[config.mk]
export PLATFORM = sky130hd
export DESIGN_NAME = eg_bridge
export DESIGN_NICKNAME = d
export VERILOG_FILES = /design/src/rtl/eg_bridge_pkg.sv /design/src/rtl/eg_sel_decode.sv /design/src/rtl/eg_host_regs.sv /design/src/rtl/eg_txn_engine.sv /design/src/rtl/eg_bridge.sv
export SDC_FILE = /design/constraint.sdc
export NUM_CORES = 1
export LEC_CHECK = 0
export BUFFER_PORTS_ARGS = -buffer_cell sky130_fd_sc_hd__buf_4
export CORE_ASPECT_RATIO = 1.75
export CORE_MARGIN = 10
export CORE_UTILIZATION = 50
export DETAILED_ROUTE_END_ITERATION = 7
export HOLD_SLACK_MARGIN = 0.02
export PLACE_DENSITY = 0.83
export SYNTH_ARGS = -nofsm -noshare
export SYNTH_HDL_FRONTEND = slang
export SYNTH_HIERARCHICAL = 1
export SYNTH_SLANG_ARGS = --single-unit
[constraint.sdc]
create_clock -name clk -period 3.7 [get_ports clk]
set_input_delay 0.37 -clock clk [delete_from_list [all_inputs] [get_ports clk]]
set_output_delay 0.37 -clock clk [all_outputs]
set_load 0.005 [all_outputs]
[src/rtl/eg_bridge_pkg.sv]
package eg_bridge_pkg;

  // host register byte offsets
  localparam int OFF_INFO = 8'h08;
  localparam int OFF_CTRL = 8'h10;
  localparam int OFF_STAT = 8'h18;

  // command word layout
  localparam int CMD_HI   = 63;
  localparam int CMD_LO   = 62;
  localparam int SEL_HI   = 52;
  localparam int SEL_LO   = 49;
  localparam int FEAT_BIT = 48;
  localparam int ADR_HI   = 47;
  localparam int ADR_LO   = 32;

  localparam int SEL_W  = 4;
  localparam int SADR_W = 16;
  localparam int SDAT_W = 32;

  // bits kept in the command word read-back
  localparam logic [63:0] CTRL_KEEP = 64'h001F_FFFF_FFFF_FFFF;

  typedef enum logic [1:0] {
    OP_NOP  = 2'd0,
    OP_READ = 2'd1,
    OP_WRITE= 2'd2,
    OP_RSVD = 2'd3
  } eg_op_e;

  typedef enum logic [1:0] {
    TGT_NONE = 2'd0,
    TGT_WRAP = 2'd1,
    TGT_PHY  = 2'd2,
    TGT_MAC  = 2'd3
  } eg_tgt_e;

  typedef struct packed {
    logic              write;
    logic [SEL_W-1:0]  sel;
    logic              feat;
    logic [SADR_W-1:0] addr;
    logic [SDAT_W-1:0] wdata;
  } eg_req_t;

endpackage

[src/rtl/eg_sel_decode.sv]
module eg_sel_decode
  import eg_bridge_pkg::*;
#(
  parameter int NUM_PHY = 4
) (
  input  logic [SEL_W-1:0] sel_i,
  output eg_tgt_e          tgt_o
);
  localparam int PAIR_W    = SEL_W - 1;
  localparam int MAX_PAIRS = (1 << PAIR_W) - 1;

  logic [PAIR_W-1:0] pair;
  logic              in_range;

  assign pair = sel_i[SEL_W-1:1];

  generate
    if (NUM_PHY >= MAX_PAIRS) begin : g_full
      assign in_range = (pair != '0);
    end else begin : g_part
      assign in_range = (pair != '0) && (pair <= PAIR_W'(NUM_PHY));
    end
  endgenerate

  always_comb begin
    if (sel_i == '0)      tgt_o = TGT_WRAP;
    else if (!in_range)   tgt_o = TGT_NONE;
    else if (sel_i[0])    tgt_o = TGT_MAC;
    else                  tgt_o = TGT_PHY;
  end

endmodule

[src/rtl/eg_host_regs.sv]
module eg_host_regs
  import eg_bridge_pkg::*;
#(
  parameter int          HOST_AW   = 8,
  parameter logic [63:0] INFO_WORD = '0
) (
  input  logic               clk,
  input  logic               rst,
  input  logic               reg_wr,
  input  logic               reg_rd,
  input  logic [HOST_AW-1:0] reg_addr,
  input  logic [63:0]        reg_wdata,
  output logic [63:0]        reg_rdata,
  input  logic               busy_i,
  input  logic               st_valid_i,
  input  logic [SDAT_W-1:0]  st_data_i,
  output logic               start_o
);
  logic [63:0] ctrl_q;
  logic        hit_ctrl;
  eg_op_e      op;

  assign hit_ctrl = (reg_addr == HOST_AW'(OFF_CTRL));
  assign op       = eg_op_e'(reg_wdata[CMD_HI:CMD_LO]);
  assign start_o  = reg_wr && hit_ctrl && !busy_i &&
                    ((op == OP_READ) || (op == OP_WRITE));

  // command word shadow: only accepted commands update it
  always_ff @(posedge clk) begin
    if (rst)          ctrl_q <= '0;
    else if (start_o) ctrl_q <= reg_wdata & CTRL_KEEP;
  end

  always_ff @(posedge clk) begin
    if (rst) begin
      reg_rdata <= '0;
    end else if (reg_rd) begin
      if (reg_addr == HOST_AW'(OFF_INFO))      reg_rdata <= INFO_WORD;
      else if (hit_ctrl)                       reg_rdata <= ctrl_q;
      else if (reg_addr == HOST_AW'(OFF_STAT)) reg_rdata <= {31'd0, st_valid_i, st_data_i};
      else                                     reg_rdata <= '0;
    end
  end


  cmd_reads_nop_chk: assert property (@(posedge clk) disable iff (rst)
    (reg_rd && hit_ctrl) |=> (reg_rdata[63:53] == '0));

endmodule

[src/rtl/eg_txn_engine.sv]
module eg_txn_engine
  import eg_bridge_pkg::*;
#(
  parameter int TIMEOUT_CYCLES = 2000
) (
  input  logic              clk,
  input  logic              rst,
  input  logic              start_i,
  input  logic              start_ok_i,
  input  eg_req_t           req_i,
  input  logic              sd_done_i,
  input  logic [SDAT_W-1:0] sd_rdata_i,
  output logic              busy_o,
  output eg_req_t           hold_o,
  output logic              st_valid_o,
  output logic [SDAT_W-1:0] st_data_o
);
  localparam int CNT_W = $clog2(TIMEOUT_CYCLES + 1);
  localparam logic [CNT_W-1:0] LAST = CNT_W'(TIMEOUT_CYCLES - 1);

  typedef enum logic {S_IDLE, S_WAIT} state_e;

  state_e          state_q;
  logic [CNT_W-1:0] cnt_q;
  logic            expire;

  assign busy_o = (state_q == S_WAIT);
  assign expire = busy_o && !sd_done_i && (cnt_q == LAST);

  always_ff @(posedge clk) begin
    if (rst) begin
      state_q    <= S_IDLE;
      cnt_q      <= '0;
      hold_o     <= '0;
      st_valid_o <= 1'b0;
      st_data_o  <= '0;
    end else begin
      case (state_q)
        S_IDLE: begin
          if (start_i) begin
            st_valid_o <= 1'b0;
            cnt_q      <= '0;
            if (start_ok_i) begin
              hold_o  <= req_i;
              state_q <= S_WAIT;
            end else if (!req_i.write) begin
              st_valid_o <= 1'b1;
              st_data_o  <= '1;
            end
          end
        end
        default: begin
          if (sd_done_i) begin
            state_q <= S_IDLE;
            if (!hold_o.write) begin
              st_valid_o <= 1'b1;
              st_data_o  <= sd_rdata_i;
            end
          end else if (expire) begin
            state_q <= S_IDLE;
            if (!hold_o.write) begin
              st_valid_o <= 1'b1;
              st_data_o  <= '1;
            end
          end else begin
            cnt_q <= cnt_q + 1'b1;
          end
        end
      endcase
    end
  end


  req_hold_chk: assert property (@(posedge clk) disable iff (rst)
    (busy_o && !sd_done_i && !expire) |=> (busy_o && $stable(hold_o)));


  req_end_chk: assert property (@(posedge clk) disable iff (rst)
    (busy_o && sd_done_i) |=> !busy_o);


  limit_chk: assert property (@(posedge clk) disable iff (rst)
    $fell(busy_o) |-> ($past(sd_done_i) || $past(cnt_q) == LAST));


  valid_source_chk: assert property (@(posedge clk) disable iff (rst)
    $rose(st_valid_o) |-> ($past(start_i) || $past(busy_o)));

endmodule

[src/rtl/eg_bridge.sv]
module eg_bridge
  import eg_bridge_pkg::*;
#(
  parameter int HOST_AW        = 8,
  parameter int NUM_PHY        = 4,
  parameter int GROUP_ID       = 0,
  parameter int SPEED_GBPS     = 10,
  parameter int DIRECTION      = 0,
  parameter int TIMEOUT_CYCLES = 2000
) (
  input  logic               clk,
  input  logic               rst,
  input  logic               reg_wr,
  input  logic               reg_rd,
  input  logic [HOST_AW-1:0] reg_addr,
  input  logic [63:0]        reg_wdata,
  output logic [63:0]        reg_rdata,
  output logic               sd_req,
  output logic               sd_write,
  output logic [3:0]         sd_sel,
  output logic               sd_feat,
  output logic [15:0]        sd_addr,
  output logic [31:0]        sd_wdata,
  input  logic               sd_done,
  input  logic [31:0]        sd_rdata
);
  localparam logic [63:0] INFO_WORD = {39'd0, 1'(DIRECTION), 8'(SPEED_GBPS),
                                       8'(NUM_PHY), 8'(GROUP_ID)};

  logic              busy;
  logic              start;
  logic              st_valid;
  logic [SDAT_W-1:0] st_data;
  eg_tgt_e           tgt;
  eg_req_t           new_req;
  eg_req_t           hold;

  eg_sel_decode #(.NUM_PHY(NUM_PHY)) u_dec (
    .sel_i (reg_wdata[SEL_HI:SEL_LO]),
    .tgt_o (tgt)
  );

  always_comb begin
    new_req.write = (reg_wdata[CMD_HI:CMD_LO] == OP_WRITE);
    new_req.sel   = reg_wdata[SEL_HI:SEL_LO];
    new_req.feat  = reg_wdata[FEAT_BIT] && (tgt == TGT_PHY);
    new_req.addr  = reg_wdata[ADR_HI:ADR_LO];
    new_req.wdata = reg_wdata[SDAT_W-1:0];
  end

  eg_host_regs #(.HOST_AW(HOST_AW), .INFO_WORD(INFO_WORD)) u_regs (
    .clk        (clk),
    .rst        (rst),
    .reg_wr     (reg_wr),
    .reg_rd     (reg_rd),
    .reg_addr   (reg_addr),
    .reg_wdata  (reg_wdata),
    .reg_rdata  (reg_rdata),
    .busy_i     (busy),
    .st_valid_i (st_valid),
    .st_data_i  (st_data),
    .start_o    (start)
  );

  eg_txn_engine #(.TIMEOUT_CYCLES(TIMEOUT_CYCLES)) u_eng (
    .clk        (clk),
    .rst        (rst),
    .start_i    (start),
    .start_ok_i (tgt != TGT_NONE),
    .req_i      (new_req),
    .sd_done_i  (sd_done),
    .sd_rdata_i (sd_rdata),
    .busy_o     (busy),
    .hold_o     (hold),
    .st_valid_o (st_valid),
    .st_data_o  (st_data)
  );

  assign sd_req   = busy;
  assign sd_write = hold.write;
  assign sd_sel   = hold.sel;
  assign sd_feat  = hold.feat;
  assign sd_addr  = hold.addr;
  assign sd_wdata = hold.wdata;


  feat_phy_only_chk: assert property (@(posedge clk) disable iff (rst)
    (sd_req && sd_feat) |-> (sd_sel != 4'd0 && !sd_sel[0]));


  sel_exists_chk: assert property (@(posedge clk) disable iff (rst)
    sd_req |-> (sd_sel == 4'd0 || (sd_sel >= 4'd2 && 32'(sd_sel[3:1]) <= NUM_PHY)));


  busy_ignore_chk: assert property (@(posedge clk) disable iff (rst)
    (sd_req && !sd_done && reg_wr) |=> $stable(sd_sel));

endmodule

; ---- After elaboration in Yosys (flattened, before gate mapping)
; Cells that the tools add are included.
[op_classes]
magnitude_cmp = 1
add_sub_neg = 1
bitwise = 1
n_reduce_logical = 18
eq_ne = 13
n_mux = 30
shifts = 0
n_div = 0
n_mul = 0
[ops]
columns = cell, n
row1 = 2-to-1 mux 32 bit, 8
row2 = 2-to-1 mux 64 bit, 2
row3 = 2-to-1 mux 11 bit, 4
row4 = 2-to-1 mux 33 bit, 1
row5 = equality test 8 x 5 -> 1 bit (second input constant), 2
row6 = 2-to-1 mux 1 bit, 13
row7 = adder 11 x 1 -> 11 bit (second input constant), 1
row8 = equality test 11 bit (second input constant), 1
row9 = != test 2 bit (second input constant), 5
row10 = equality test 8 x 4 -> 1 bit (second input constant), 1
row11 = logical AND 1 bit, 7
row12 = AND reduction 3 bit, 2
row13 = AND reduction 5 bit, 1
row14 = equality test 2 bit (second input constant), 2
row15 = zero test 4 bit, 1
row16 = 2-to-1 mux 2 bit, 2
row17 = nonzero test 2 bit, 2
row18 = <= comparator 3 bit (second input constant), 1
row19 = != test 3 bit (second input constant), 1
row20 = nonzero test 3 bit, 1
row21 = equality test 2 x 1 -> 1 bit (second input constant), 1
row22 = zero test 1 bit, 2
row23 = AND reduction 2 bit, 1
row24 = logical OR 1 bit, 1
row25 = NOT 1 bit, 1
[word_totals]
rom_bits = 0
n_memories = 0
regBits = 216
ram_bits = 0
elab_cells = 75
latch_bits = 0
in_bits = 109

; ---- Longest topological paths before layout
; Gate-level depths: netlist of run 1.
[depth]
depth_word = 8
ltp_mapped = 11
depth_no_buf = 7

; ---- Hierarchy
; Netlist of run 1, hierarchy kept.
[modules_own_cells]
columns = module, seq_area_each_um2, instances, area_each_um2, cells_per_inst
row1 = eg_host_regs, 2122.0, 1, 4884.7, 519
row2 = eg_txn_engine, 1981.9, 1, 3903.7, 456
row3 = eg_sel_decode, 0.0, 1, 40.0, 5
row4 = eg_bridge, 0.0, 1, 22.5, 3

; ---- Least setup slack after synthesis of run 1
; OpenSTA, ideal clock, no wires.
[synth_path]
kind = input to register
from = in reg_addr[1]
to = reg u_eng.st_data_o[11]
t_arrival_ns = 2.612
setup_time_ns = 0.081
path_buffers = 4
setup_slack_ns = 1.007
path_stages = 11
path_cell_list = or4_4 -> nor4b_4 -> and4_1 -> buf_4 -> buf_6 -> nand2b_1 -> buf_2 -> nor3_1 -> o21ai_2 -> buf_6 -> a211oi_2
[synth_between]
elab_chain_cells = 6
[synth_rtl]
columns = element, line_no
row1 = start: declaration, eg_bridge.sv:15  ; input logic [HOST_AW-1:0] reg_addr,
row2 = equality test 8 x 5 -> 1 bit, eg_host_regs.sv:23  ; assign hit_ctrl = (reg_addr == HOST_AW'(OFF_CTRL));
row3 = logical AND 1 bit (3 in a row), eg_host_regs.sv:25  ; assign start_o = reg_wr && hit_ctrl && !busy_i &&
row4 = net start, eg_bridge.sv:31  ; logic start;
row5 = nonzero test 2 bit (no line), n/a
row6 = AND reduction 5 bit (no line), n/a
row7 = end signal: assignment, eg_txn_engine.sv:57  ; st_data_o <= sd_rdata_i;
row8 = end: declaration, eg_txn_engine.sv:16  ; output logic [SDAT_W-1:0] st_data_o
; The timed path passes the listed nets, and every way through them passes these cells.
; A chain may end at the register's enable or synchronous reset.

; ---- Worst setup path in the final report of run 1
[layout_path]
from = in reg_addr[1]
to = reg u_eng.st_data_o[31]
; Same word-level chain as after synthesis.

==> results of run 1 <==
[placed cells by master, fill, tap and decap left out, types with 2 or more instances in the layout]
cell,n
nor3_1,4
o2111ai_1,3
nor4_1,3
mux2_2,32
nand2_2,2
nand3b_1,3
clkinvlp_4,3
a21oi_1,113
clkbuf_8,6
clkbuf_16,21
dfxtp_1,205
conb_1,11
nand3_1,36
o21a_1,2
a311oi_1,3
bufinv_16,2
buf_12,2
nand2_1,119
o21ba_2,2
mux2i_1,54
a21o_1,3
nand2b_1,143
inv_1,34
xor2_1,2
buf_4,218
nor2b_1,23
nor2_1,56
a211oi_1,3
a211oi_2,29
[per-stage QoR]
step / hold slack [ns] / util (%) / power, mW
finish: 0.140 / 63.9 / 4.61
global route: 0.129 / 63.9 / 4.75
CTS: 0.121 / 63.9 / 4.66
detailed placement: 0.447 / 59.9 / 2.49
global placement: 0.437 / 59.9 / 2.49
floorplan: 0.427 / - / 2.37
[layer usage]
layer  up-vias  global-route usage [%]  part of all wire (%)
met3        49                    4.28                   6.1
li1       3571                       -                     -
met2       192                    34.9                    52
met4         0                    9.02                   4.0
met5         -                       0                     0
met1      3402                    21.2                    38
[final timing paths]
kind                          from                   to  slack [ns]  depth (start not counted)
setup / recovery       reg_addr[1]  u_eng/st_data_o[31]        1.15                          9
hold / removal       reg_wdata[26]     u_eng/hold_o[26]        0.14                          3
setup reg to reg      u_eng/busy_o  u_eng/st_data_o[31]        1.45                          7
hold reg to reg   u_eng/hold_o[15]     u_eng/hold_o[15]        0.45                          2
[layout make-up]
class                      instances  area [um^2]  share of cell area (%)
inverter                          34          128                    1.14
clock inverter                     8          105                   0.942
sequential                       205         4100                    36.8
tap                              231          289                    2.59
multi-input combinational        671         4240                    38.0
clock buffer                      27          608                    5.45
timing repair buffer             221         1690                    15.1
[cells by family (layout without fill, tap and decap cells)]
logic type,after synthesis,in the layout
buf+inv,117,290
mux,86,86
other cells,1,11
flops,205,205
xor+xnor,3,3
fa+ha+maj,1,1
compound gates,167,167
simple gates,403,403
[worst max-delay path: stages]
cell	delay [ns]
buf_4	0.11
or4_4	0.56
nor4b_4	0.31
and4_4	0.30
nand2b_1	0.24
nor3_1	0.36
o21ai_4	0.06
buf_4	0.32
a211oi_1	0.29
[sequential cells by signal, summed over array words and instances (netlist names)]
signal / flops
u_eng/busy_o: 1
u_eng/cnt_q: 11
u_eng/hold_o: 54
u_eng/st_data_o: 32
u_eng/st_valid_o: 1
u_regs/ctrl_q: 53
u_regs/reg_rdata: 53
[where the power goes]
part | switching, mW | internal (mW) | leakage [nW]
Sequential | 0.000649 | 2.21 | 1.65
Combinational | 0.118 | 0.117 | 2.24
Clock | 0.864 | 1.30 | 0.343
==> metrics.txt, run 1 <==
run status completed; Avg Vias per Cell just over 5; power per cell area 413 nW/um^2; cell type with the largest total area after synthesis dfxtp_1; number of buffers inserted during clock tree synthesis 20; CP required 4.10 ns; Synth warnings 6; async set-or-reset flop fraction in the synthesized netlist 0%; worst-case headroom to the max-slew limit between 40% and 50%; fraction of the yosys area taken by sequential cells between 40% and 50%; transition time of the tightest slew-check pin between 0.8 and 0.9 ns; classification of the worst setup path in -> reg; fmax 0.393 GHz; Primary FF master, synth dfxtp_1; Hold Path Class in -> reg; Seq cells post-synth about 210; final worst slack about 1.2 ns; share of the cycle needed by the critical path after routing between 60 and 70%; io pins ~230; max-slew violation count 0; type of element launching the critical path primary input; first-pass GRT wire length 38,100 um; mean routed wirelength per cell 17.4 um; Max FO, Critical Path 33; number of failing setup endpoints in the final timing report 0; Syn Inst Count slightly below 1,000; P_leak about 4.2 nW; Max rail drop VDD around 0.00032 V; PostCTS Resize Cnt 0; total DRC errors in the routed layout 0; area share of the largest cell type after synthesis around 46%; DP Cell Count 1,362; # nets final ~1,300; routed wire length approximately 24,000 um; clk buf depth 3; post-route cell area between 10,000 and 15,000 um^2; hold buffer count at cts 0; xor and xnor fraction of the mapped netlist area less than 1%; Commonest cells post-synth dfxtp_1, nand2b_1, nand2_1; count of vias placed by the detailed router 7,214; simple-gate area share of the yosys netlist a little under a quarter; final setup skew about 0.011 ns; TritonCTS clock tree yes; Post-Syn Area 8850 um^2; pre-CTS WS 0.675 ns; Num Clock Sinks 205; Routed Antenna Nets 0; clock latency at the later pin of the worst-skew pair approximately 0.49 ns; Avg Cell Area, Syn 9.00 um^2; clock period minus final worst setup slack approximately 2.5 ns; antenna violations before repair 0; signal arrival time at the worst endpoint a little under 3 ns; I/O Buffers around 210; Synth cell types slightly above 50; total congestion overflow after global routing 0; share of final-layout standard cells stronger than drive strength 1 approximately 29%; dpl hpwl ~17,000 um; portion of netlist area occupied by mux cells 10.2%; area fraction in compound gates after synthesis between 10 and 15%; buffer count from post-CTS setup fixing 0; global routing usage summed across all routing layers around a fifth; nature of the critical path endpoint flip-flop; adder-cell share of the synthesized area less than 1%; Initial Utilization around half; Clk Tree Root Cell clkbuf_16; Synth area leaders dfxtp_1, nand2b_1, a21oi_1, mux2i_1, nand2_1; vias in the first global route a little over 7,000; number of synthesized flops with an enable pin 0; number of DRC violations after detailed-routing iteration 0 ~580; Chip Height 196 um; horizontal extent of the die 121 um; final count of hold timing violations 0; Placement Rows 64; Fin Setup TNS 0 ns; floorplan die area around 24,000 um^2; unrepaired setup endpoints after global routing no; Area Growth Syn to Fin 26.1%; H-tree level count 1; filler instances roughly 1,500; largest family of logic cells by synthesized area simple AND/OR/NAND/NOR gates; Clk pin slew, worst setup/hold paths approximately 0.070 ns; pin count of the biggest net entering global routing 98; filler-free cell count of the finished design approximately 1,400; Pre-Repair DR Iteration Count 5; top-count cell post-synth dfxtp_1; n_diodes 0; Max Cap Violations 0; routability congestion estimate 0.852; placeable core region 17,500 um^2; post-place instance area around 10,000 um^2
Power figures use the tool's default switching activity.
==> run 2: changes to the inputs <==
==> constraint.sdc (replaced) <==
create_clock -name clk -period 2.6 [get_ports clk]
set_input_delay 0.26 -clock clk [delete_from_list [all_inputs] [get_ports clk]]
set_output_delay 0.26 -clock clk [all_outputs]
set_load 0.005 [all_outputs]
==> metrics.txt, run 2 (synthesis results as in run 1) <==
run status completed (unchanged); worst-case headroom to the max-slew limit 46.4% (was 44.4%); CP Buf/Inv Count 2 (unchanged); Pint 4.91 mW (was 3.62 mW); Clock Power Share 44.2% (was 47.0%); Num Clock Sinks 205 (unchanged); final setup skew 0.0164 ns (was 0.0108 ns); filler-free cell count of the finished design 1,415 (was 1,397); TritonCTS clock tree yes (unchanged); number of buffers inserted during clock tree synthesis 19 (was 20); hold path depth 3 (unchanged); buffer count from post-CTS setup fixing 0 (unchanged); fin util 64.7% (was 63.9%); Pre-Repair DR Iteration Count 5 (unchanged); CP required 3.00 ns (was 4.10 ns); Initial Utilization 50.7% (unchanged); mean routed wirelength per cell 17.5 um (was 17.4 um); dpl hpwl 17,300 um (was 16,800 um); Max Cap Violations 0 (unchanged); Avg Vias per Cell 5.18 (was 5.16); floorplan die area 23,600 um^2 (unchanged); worst hold slack after final layout 0.0265 ns (was 0.140 ns); type of element launching the critical path primary input (unchanged); filler instances 1,457 (was 1,463); I/O Buffers 207 (unchanged); number of failing setup endpoints in the final timing report 0 (unchanged); Routed Antenna Nets 0 (unchanged); routed wire length 24,700 um (was 24,400 um); Hold Path Class in -> reg (unchanged); total congestion overflow after global routing 0 (unchanged); PostCTS Resize Cnt 0 (unchanged); antenna violations before repair 2 (was 0); first-pass GRT wire length 38,400 um (was 38,100 um); transition time of the tightest slew-check pin 0.804 ns (was 0.834 ns); pin count of the biggest net entering global routing 73 (was 98); unrepaired setup endpoints after global routing no (unchanged); share of final-layout standard cells stronger than drive strength 1 28.4% (was 28.7%); count of vias placed by the detailed router 7,330 (was 7,214); cell family with most CP delay simple AND/OR/NAND/NOR gates (unchanged); Placement Rows 64 (unchanged); combinational share of power 5.7% (was 5.1%); DP Cell Count 1,369 (was 1,362); fmax around 0.46 GHz; power per cell area 555 nW/um^2 (was 413 nW/um^2); H-tree level count 1 (unchanged); Chip Height 196 um (unchanged); switching component of the power 1.35 mW (was 0.983 mW); number of cells on the worst reg-to-reg path 7 (unchanged); Regs by FF count u_eng/hold_o: 54 flops, u_regs/ctrl_q: 53 flops, u_regs/reg_rdata: 53 flops (unchanged); Area Growth Syn to Fin 27.5% (was 26.1%); global routing usage summed across all routing layers 19.8% (was 19.5%); Fin Setup TNS 0 ns (unchanged); Slowest cell on crit path or4_4 (unchanged); switching share of total power 21.6% (was 21.4%); Max rail drop VDD 0.000473 V (was 0.000324 V); most used cells in the layout excluding fill and tap cells buf_4, dfxtp_1, nand2b_1, nand2_1, a21oi_1 (unchanged); clk buf depth 3 (unchanged); horizontal extent of the die 121 um (unchanged); io pins 228 (unchanged); Max FO, Critical Path 36 (was 33); CP Depth 9 (unchanged); part of the power in registers 50.1% (was 47.9%); final count of hold timing violations 0 (unchanged); max-slew violation count 0 (unchanged); most common library cell in the layout ignoring fill and taps buf_4 (unchanged); number of DRC violations after detailed-routing iteration 0 444 (was 577); total power 6.27 mW (was 4.61 mW); nature of the critical path endpoint flip-flop (unchanged); clock period minus final worst setup slack 2.19 ns; classification of the worst setup path in -> reg (unchanged); routability congestion estimate 0.867 (was 0.852); signal arrival time at the worst endpoint 2.59 ns (was 2.95 ns); vias in the first global route 7,315 (was 7,258); longest individual stage delay on the worst path 0.57 ns (was 0.56 ns); share of the cycle needed by the critical path after routing a little over four fifths; number of flip-flops under the largest register name 54 (unchanged); Clk pin slew, worst setup/hold paths 0.07 ns (about the same); placeable core region 17,500 um^2 (unchanged); hold buffer count at cts 12 (was 0); P_leak 4.29 nW (was 4.24 nW); clock latency at the later pin of the worst-skew pair 0.50 ns (was 0.49 ns); total DRC errors in the routed layout 0 (unchanged); # nets final 1,281 (was 1,263); register ranked first by flip-flop count u_eng/hold_o (unchanged); Clk Tree Root Cell clkbuf_16 (unchanged); chain of cells forming the critical path buf_4 -> or4_4 -> nor4b_4 -> and4_4 -> nor2b_1 -> and2_2 -> buf_12 -> nand2_1 -> a21oi_1 (was buf_4 -> or4_4 -> nor4b_4 -> and4_4 -> nand2b_1 -> nor3_1 -> o21ai_4 -> buf_4 -> a211oi_1)
run 2: layout make-up:
cell class | count | area, um^2 | share of cell area, %
Antenna cell | 2 | 5.00 | 0.0443
Inverter | 34 | 128 | 1.13
Clock buffer | 27 | 556 | 4.92
Clock inverter | 5 | 56.3 | 0.499
Timing Repair Buffer | 240 | 1910 | 16.9
Tap cell | 231 | 289 | 2.56
Multi-Input combinational cell | 671 | 4240 | 37.6
Sequential cell | 205 | 4100 | 36.4
run 2: per-stage QoR:
| stage | area [um^2] | worst slack, ns |
|---|---|---|
| after floorplan | 8890 | 0.0167 |
| after global placement | 10600 | 0.0228 |
| after detailed placement | 10600 | -0.0347 |
| after CTS | 11300 | 0.455 |
| after global routing | 11300 | 0.373 |
| final | 11300 | 0.413 |
run 2: power groups by stage:
stage	logic [mW]	clock network (mW)	registers (mW)
6_report	0.355	2.77	3.14
5_1_grt	0.382	2.93	3.14
4_1_cts	0.355	2.82	3.14
3_5_place_dp	0.339	0	3.21
3_3_place_gp	0.337	0	3.21
2_1_floorplan	0.166	0	3.21
run 2: worst paths after layout:
kind                           end  slack [ns]        startpoint
hold reg to reg   u_eng/hold_o[19]        0.46  u_eng/hold_o[19]
hold / removal     u_eng/hold_o[4]        0.03      reg_wdata[4]
setup reg to reg  u_eng/hold_o[30]        0.71      u_eng/busy_o
setup / recovery  u_eng/hold_o[30]        0.41       reg_addr[1]
run 2: tightest hold or removal path, cell delays in order:
cell and delay, ns:
buf_4 0.11, nand2_1 0.05, a21oi_1 0.05
run 2: routing by layer:
layer	vias up	global-route usage, %	part of all wire [%]	wire length [um]
li1	3612	-	-	-
met1	3455	21.2	37	9140
met4	0	9.43	4.2	1030
met2	210	35.6	53	13000
met3	53	4.54	6.3	1550
met5	-	0	0	0
==> run 3: changes to the inputs <==
--- a/config.mk
+++ b/config.mk
@@ -5,10 +5,11 @@
 export SDC_FILE = /design/constraint.sdc
 export NUM_CORES = 1
 export LEC_CHECK = 0
+export ABC_AREA = 1
 export BUFFER_PORTS_ARGS = -buffer_cell sky130_fd_sc_hd__buf_4
 export CORE_ASPECT_RATIO = 1.75
 export CORE_MARGIN = 10
-export CORE_UTILIZATION = 50
+export CORE_UTILIZATION = 48
 export DETAILED_ROUTE_END_ITERATION = 7
 export HOLD_SLACK_MARGIN = 0.02
 export PLACE_DENSITY = 0.83
==> constraint.sdc (replaced) <==
create_clock -name clk -period 1.9 [get_ports clk]
set_input_delay 0.19 -clock clk [delete_from_list [all_inputs] [get_ports clk]]
set_output_delay 0.19 -clock clk [all_outputs]
set_load 0.005 [all_outputs]
==> metrics.txt, run 3 <==
run status completed (unchanged); Syn Inst Count 1,372 (was 983); type of element launching the critical path primary input (unchanged); part of the power in registers 47.5% (was 50.1%); most common library cell in the layout ignoring fill and taps nand2_1 (was buf_4); Max rail drop VDD 0.000702 V (was 0.000473 V); post-route cell area 12,100 um^2 (was 11,300 um^2); Primary FF master, synth dfxtp_1 (unchanged); worst-case headroom to the max-slew limit 56.7% (was 46.4%); max-slew violation count 0 (unchanged); register ranked first by flip-flop count u_eng/hold_o (unchanged); horizontal extent of the die 124 um (was 121 um); Max FO, Critical Path 33 (was 36); final setup skew 0.0118 ns (was 0.0164 ns); filler instances 1,618 (was 1,457); met3 routed WL 2340 um (was 1550 um); mean routed wirelength per cell 16.0 um (was 17.5 um); number of synthesized flops with an enable pin 0 (unchanged); clock latency at the later pin of the worst-skew pair 0.50 ns (about the same); Pint 7.08 mW (was 4.91 mW); number of buffers inserted during clock tree synthesis 20 (was 19); Num Clock Sinks 205 (unchanged); Slowest cell on crit path dlygate4sd3_1 (was or4_4); Synth warnings 6 (unchanged); highest routed metal layer met4 (unchanged); Hold Path Class in -> reg (unchanged); I/O Buffers 207 (unchanged); Avg Vias per Cell 5.04 (was 5.18); pin count of the biggest net entering global routing 107 (was 73); vias in the first global route 9,129 (was 7,315); DR WL met2 15,600 um (was 13,000 um); switching share of total power 21.9% (was 21.6%); total congestion overflow after global routing 0 (unchanged); cell type with the largest total area after synthesis dfxtp_1 (unchanged); fmax approximately 0.56 GHz; global routing usage summed across all routing layers 22.5% (was 19.8%); floorplan die area 25,100 um^2 (was 23,600 um^2); Chip Height 202 um (was 196 um); Post-Syn Area 9100 um^2 (was 8850 um^2); Routed Antenna Nets 0 (unchanged); number of DRC violations after detailed-routing iteration 0 689 (was 444); clk buf depth 3 (unchanged); classification of the worst setup path in -> reg (unchanged); Initial Utilization 48.8% (was 50.7%); total DRC errors in the routed layout 0 (unchanged); buffer count from post-CTS setup fixing 0 (unchanged); top-count cell post-synth nand2_1 (was dfxtp_1); Synth area leaders dfxtp_1, nand2_1, nor2_1, nand3_1, inv_1 (was dfxtp_1, nand2b_1, a21oi_1, mux2i_1, nand2_1); count of vias placed by the detailed router 9,311 (was 7,330); filler-free cell count of the finished design 1,848 (was 1,415); Clk Tree Root Cell clkbuf_16 (unchanged); Clk pin slew, worst setup/hold paths 0.06 ns (was 0.07 ns); signal arrival time at the worst endpoint 2.21 ns (was 2.59 ns); Commonest cells post-synth nand2_1, nor2_1, dfxtp_1 (was dfxtp_1, nand2b_1, nand2_1); routed wire length 29,500 um (was 24,700 um); dpl hpwl 19,800 um (was 17,300 um); Synth cell types 31 (was 51); routability congestion estimate 0.888 (was 0.867); Pre-Repair DR Iteration Count 5 (unchanged); transition time of the tightest slew-check pin 0.650 ns (was 0.804 ns); fin util 64.9% (was 64.7%); pre-CTS WS 0.0340 ns (was -0.0347 ns); H-tree level count 1 (unchanged); longest individual stage delay on the worst path 0.54 ns (was 0.57 ns); chain of cells forming the critical path dlygate4sd3_1 -> buf_4 -> inv_2 -> nand2_2 -> and2_1 -> or2_4 -> o21ai_2 -> buf_6 -> nand3_4 -> buf_12 -> nand2_1 -> inv_1 -> nor2_1 (was buf_4 -> or4_4 -> nor4b_4 -> and4_4 -> nor2b_1 -> and2_2 -> buf_12 -> nand2_1 -> a21oi_1); number of failing setup endpoints in the final timing report 0 (unchanged); power per cell area 748 nW/um^2 (was 555 nW/um^2); met1 WL 9840 um (was 9140 um); P_leak 5.69 nW (was 4.29 nW); share of final-layout standard cells stronger than drive strength 1 18.4% (was 28.4%); post-place instance area 10,800 um^2 (was 10,600 um^2); final count of hold timing violations 0 (unchanged); Regs by FF count u_eng/hold_o: 54 flops, u_regs/ctrl_q: 53 flops, u_regs/reg_rdata: 53 flops (unchanged); number of flip-flops under the largest register name 54 (unchanged); async set-or-reset flop fraction in the synthesized netlist 0% (unchanged); Clock Power Share 45.9% (was 44.2%); Avg Cell Area, Syn 6.63 um^2 (was 9.00 um^2); first-pass GRT wire length 45,600 um (was 38,400 um); area share of the largest cell type after synthesis 45.1% (was 46.4%); antenna violations before repair 1 (was 2); Seq cells post-synth 205 (unchanged); fraction of the yosys area taken by sequential cells 45.1% (was 46.4%); CP required 2.33 ns (was 3.00 ns); TritonCTS clock tree yes (unchanged); Placement Rows 66 (was 64); combinational share of power 6.6% (was 5.7%); Max Cap Violations 0 (unchanged); unrepaired setup endpoints after global routing yes (was no); Area Growth Syn to Fin 33.0% (was 27.5%); # nets final 1,707 (was 1,281); most used cells in the layout excluding fill and tap cells nand2_1, nor2_1, buf_4, dfxtp_1, inv_1 (was buf_4, dfxtp_1, nand2b_1, nand2_1, a21oi_1); io pins 228 (unchanged); placeable core region 18,700 um^2 (was 17,500 um^2); share of the cycle needed by the critical path after routing between 90% and 100%; final worst slack 0.119 ns (was 0.413 ns); clock period minus final worst setup slack approximately 1.8 ns; total power 9.06 mW (was 6.27 mW); switching component of the power 1.98 mW (was 1.35 mW); DP Cell Count 1,758 (was 1,369); nature of the critical path endpoint flip-flop (unchanged)
run 3: stage by stage:
| step | hold slack, ns | TNS, ns |
|---|---|---|
| 2_1_floorplan | 0.325 | -0.492 |
| 3_3_place_gp | 0.421 | 0 |
| 3_5_place_dp | 0.430 | 0 |
| 4_1_cts | 0.0230 | 0 |
| 5_1_grt | 0.0475 | -0.00213 |
| 6_report | 0.0327 | 0 |
run 3: cells by family (layout without fill, tap and decap cells):
| family | count (synthesis) | count (layout) | share of synthesized area (%) |
|---|---|---|---|
| buffers and inverters | 245 | 472 | 11.9 |
| adder cells (fa/ha/maj) | 1 | 1 | 0.137 |
| AO/OA/AOI/OAI | 120 | 120 | 6.67 |
| other | 1 | 12 | 0.0412 |
| flip-flops | 205 | 205 | 45.1 |
| AND/OR/NAND/NOR | 800 | 800 | 36.2 |
run 3: repair_timing:
item,4_1_cts,5_1_grt
hold buffers,55,0
hold endpoints to repair,111,0
gates resized for setup,0,10
setup endpoints to repair,0,44
run 3: final timing paths:
check                           start             endpoint  slack, ns  cells past startpoint
hold / removal           sd_rdata[29]  u_eng/st_data_o[29]       0.03                      5
setup reg to reg         u_eng/busy_o     u_eng/hold_o[30]       0.13                     11
hold reg to reg   u_regs/reg_rdata[0]  u_regs/reg_rdata[0]       0.46                      2
setup / recovery        reg_wdata[52]   u_eng/st_data_o[0]       0.12                     13
run 3: final cells by class:
class / instances / area (um^2) / area share (%)
antenna: 1 / 2.50 / 0.0207
clock buffer: 30 / 608 / 5.02
clock inverter: 4 / 85.1 / 0.703
inverter: 147 / 552 / 4.56
multi-input combinational: 932 / 3980 / 32.9
sequential: 205 / 4100 / 33.9
tap: 238 / 298 / 2.46
timing repair buffer: 291 / 2480 / 20.4
run 3: metal layers:
metal	track usage, %	vias to the layer above
met3	4.91	80
met2	41.4	368
met5	0	-
met4	13.6	0
li1	-	4646
met1	21.7	4217
run 3: critical path, delay by kind of cell:
family,cells,cell delay (ns)
compound gates,1,0.15
simple gates,6,0.73
buf+inv,6,1.16
run 3: power groups by stage:
stage	sequential, mW	combinational [mW]	clock (mW)
floorplan	4.40	0.221	0
global placement	4.40	0.479	0
detailed placement	4.40	0.486	0
CTS	4.31	0.582	4.23
global route	4.30	0.643	4.40
finish	4.31	0.596	4.16
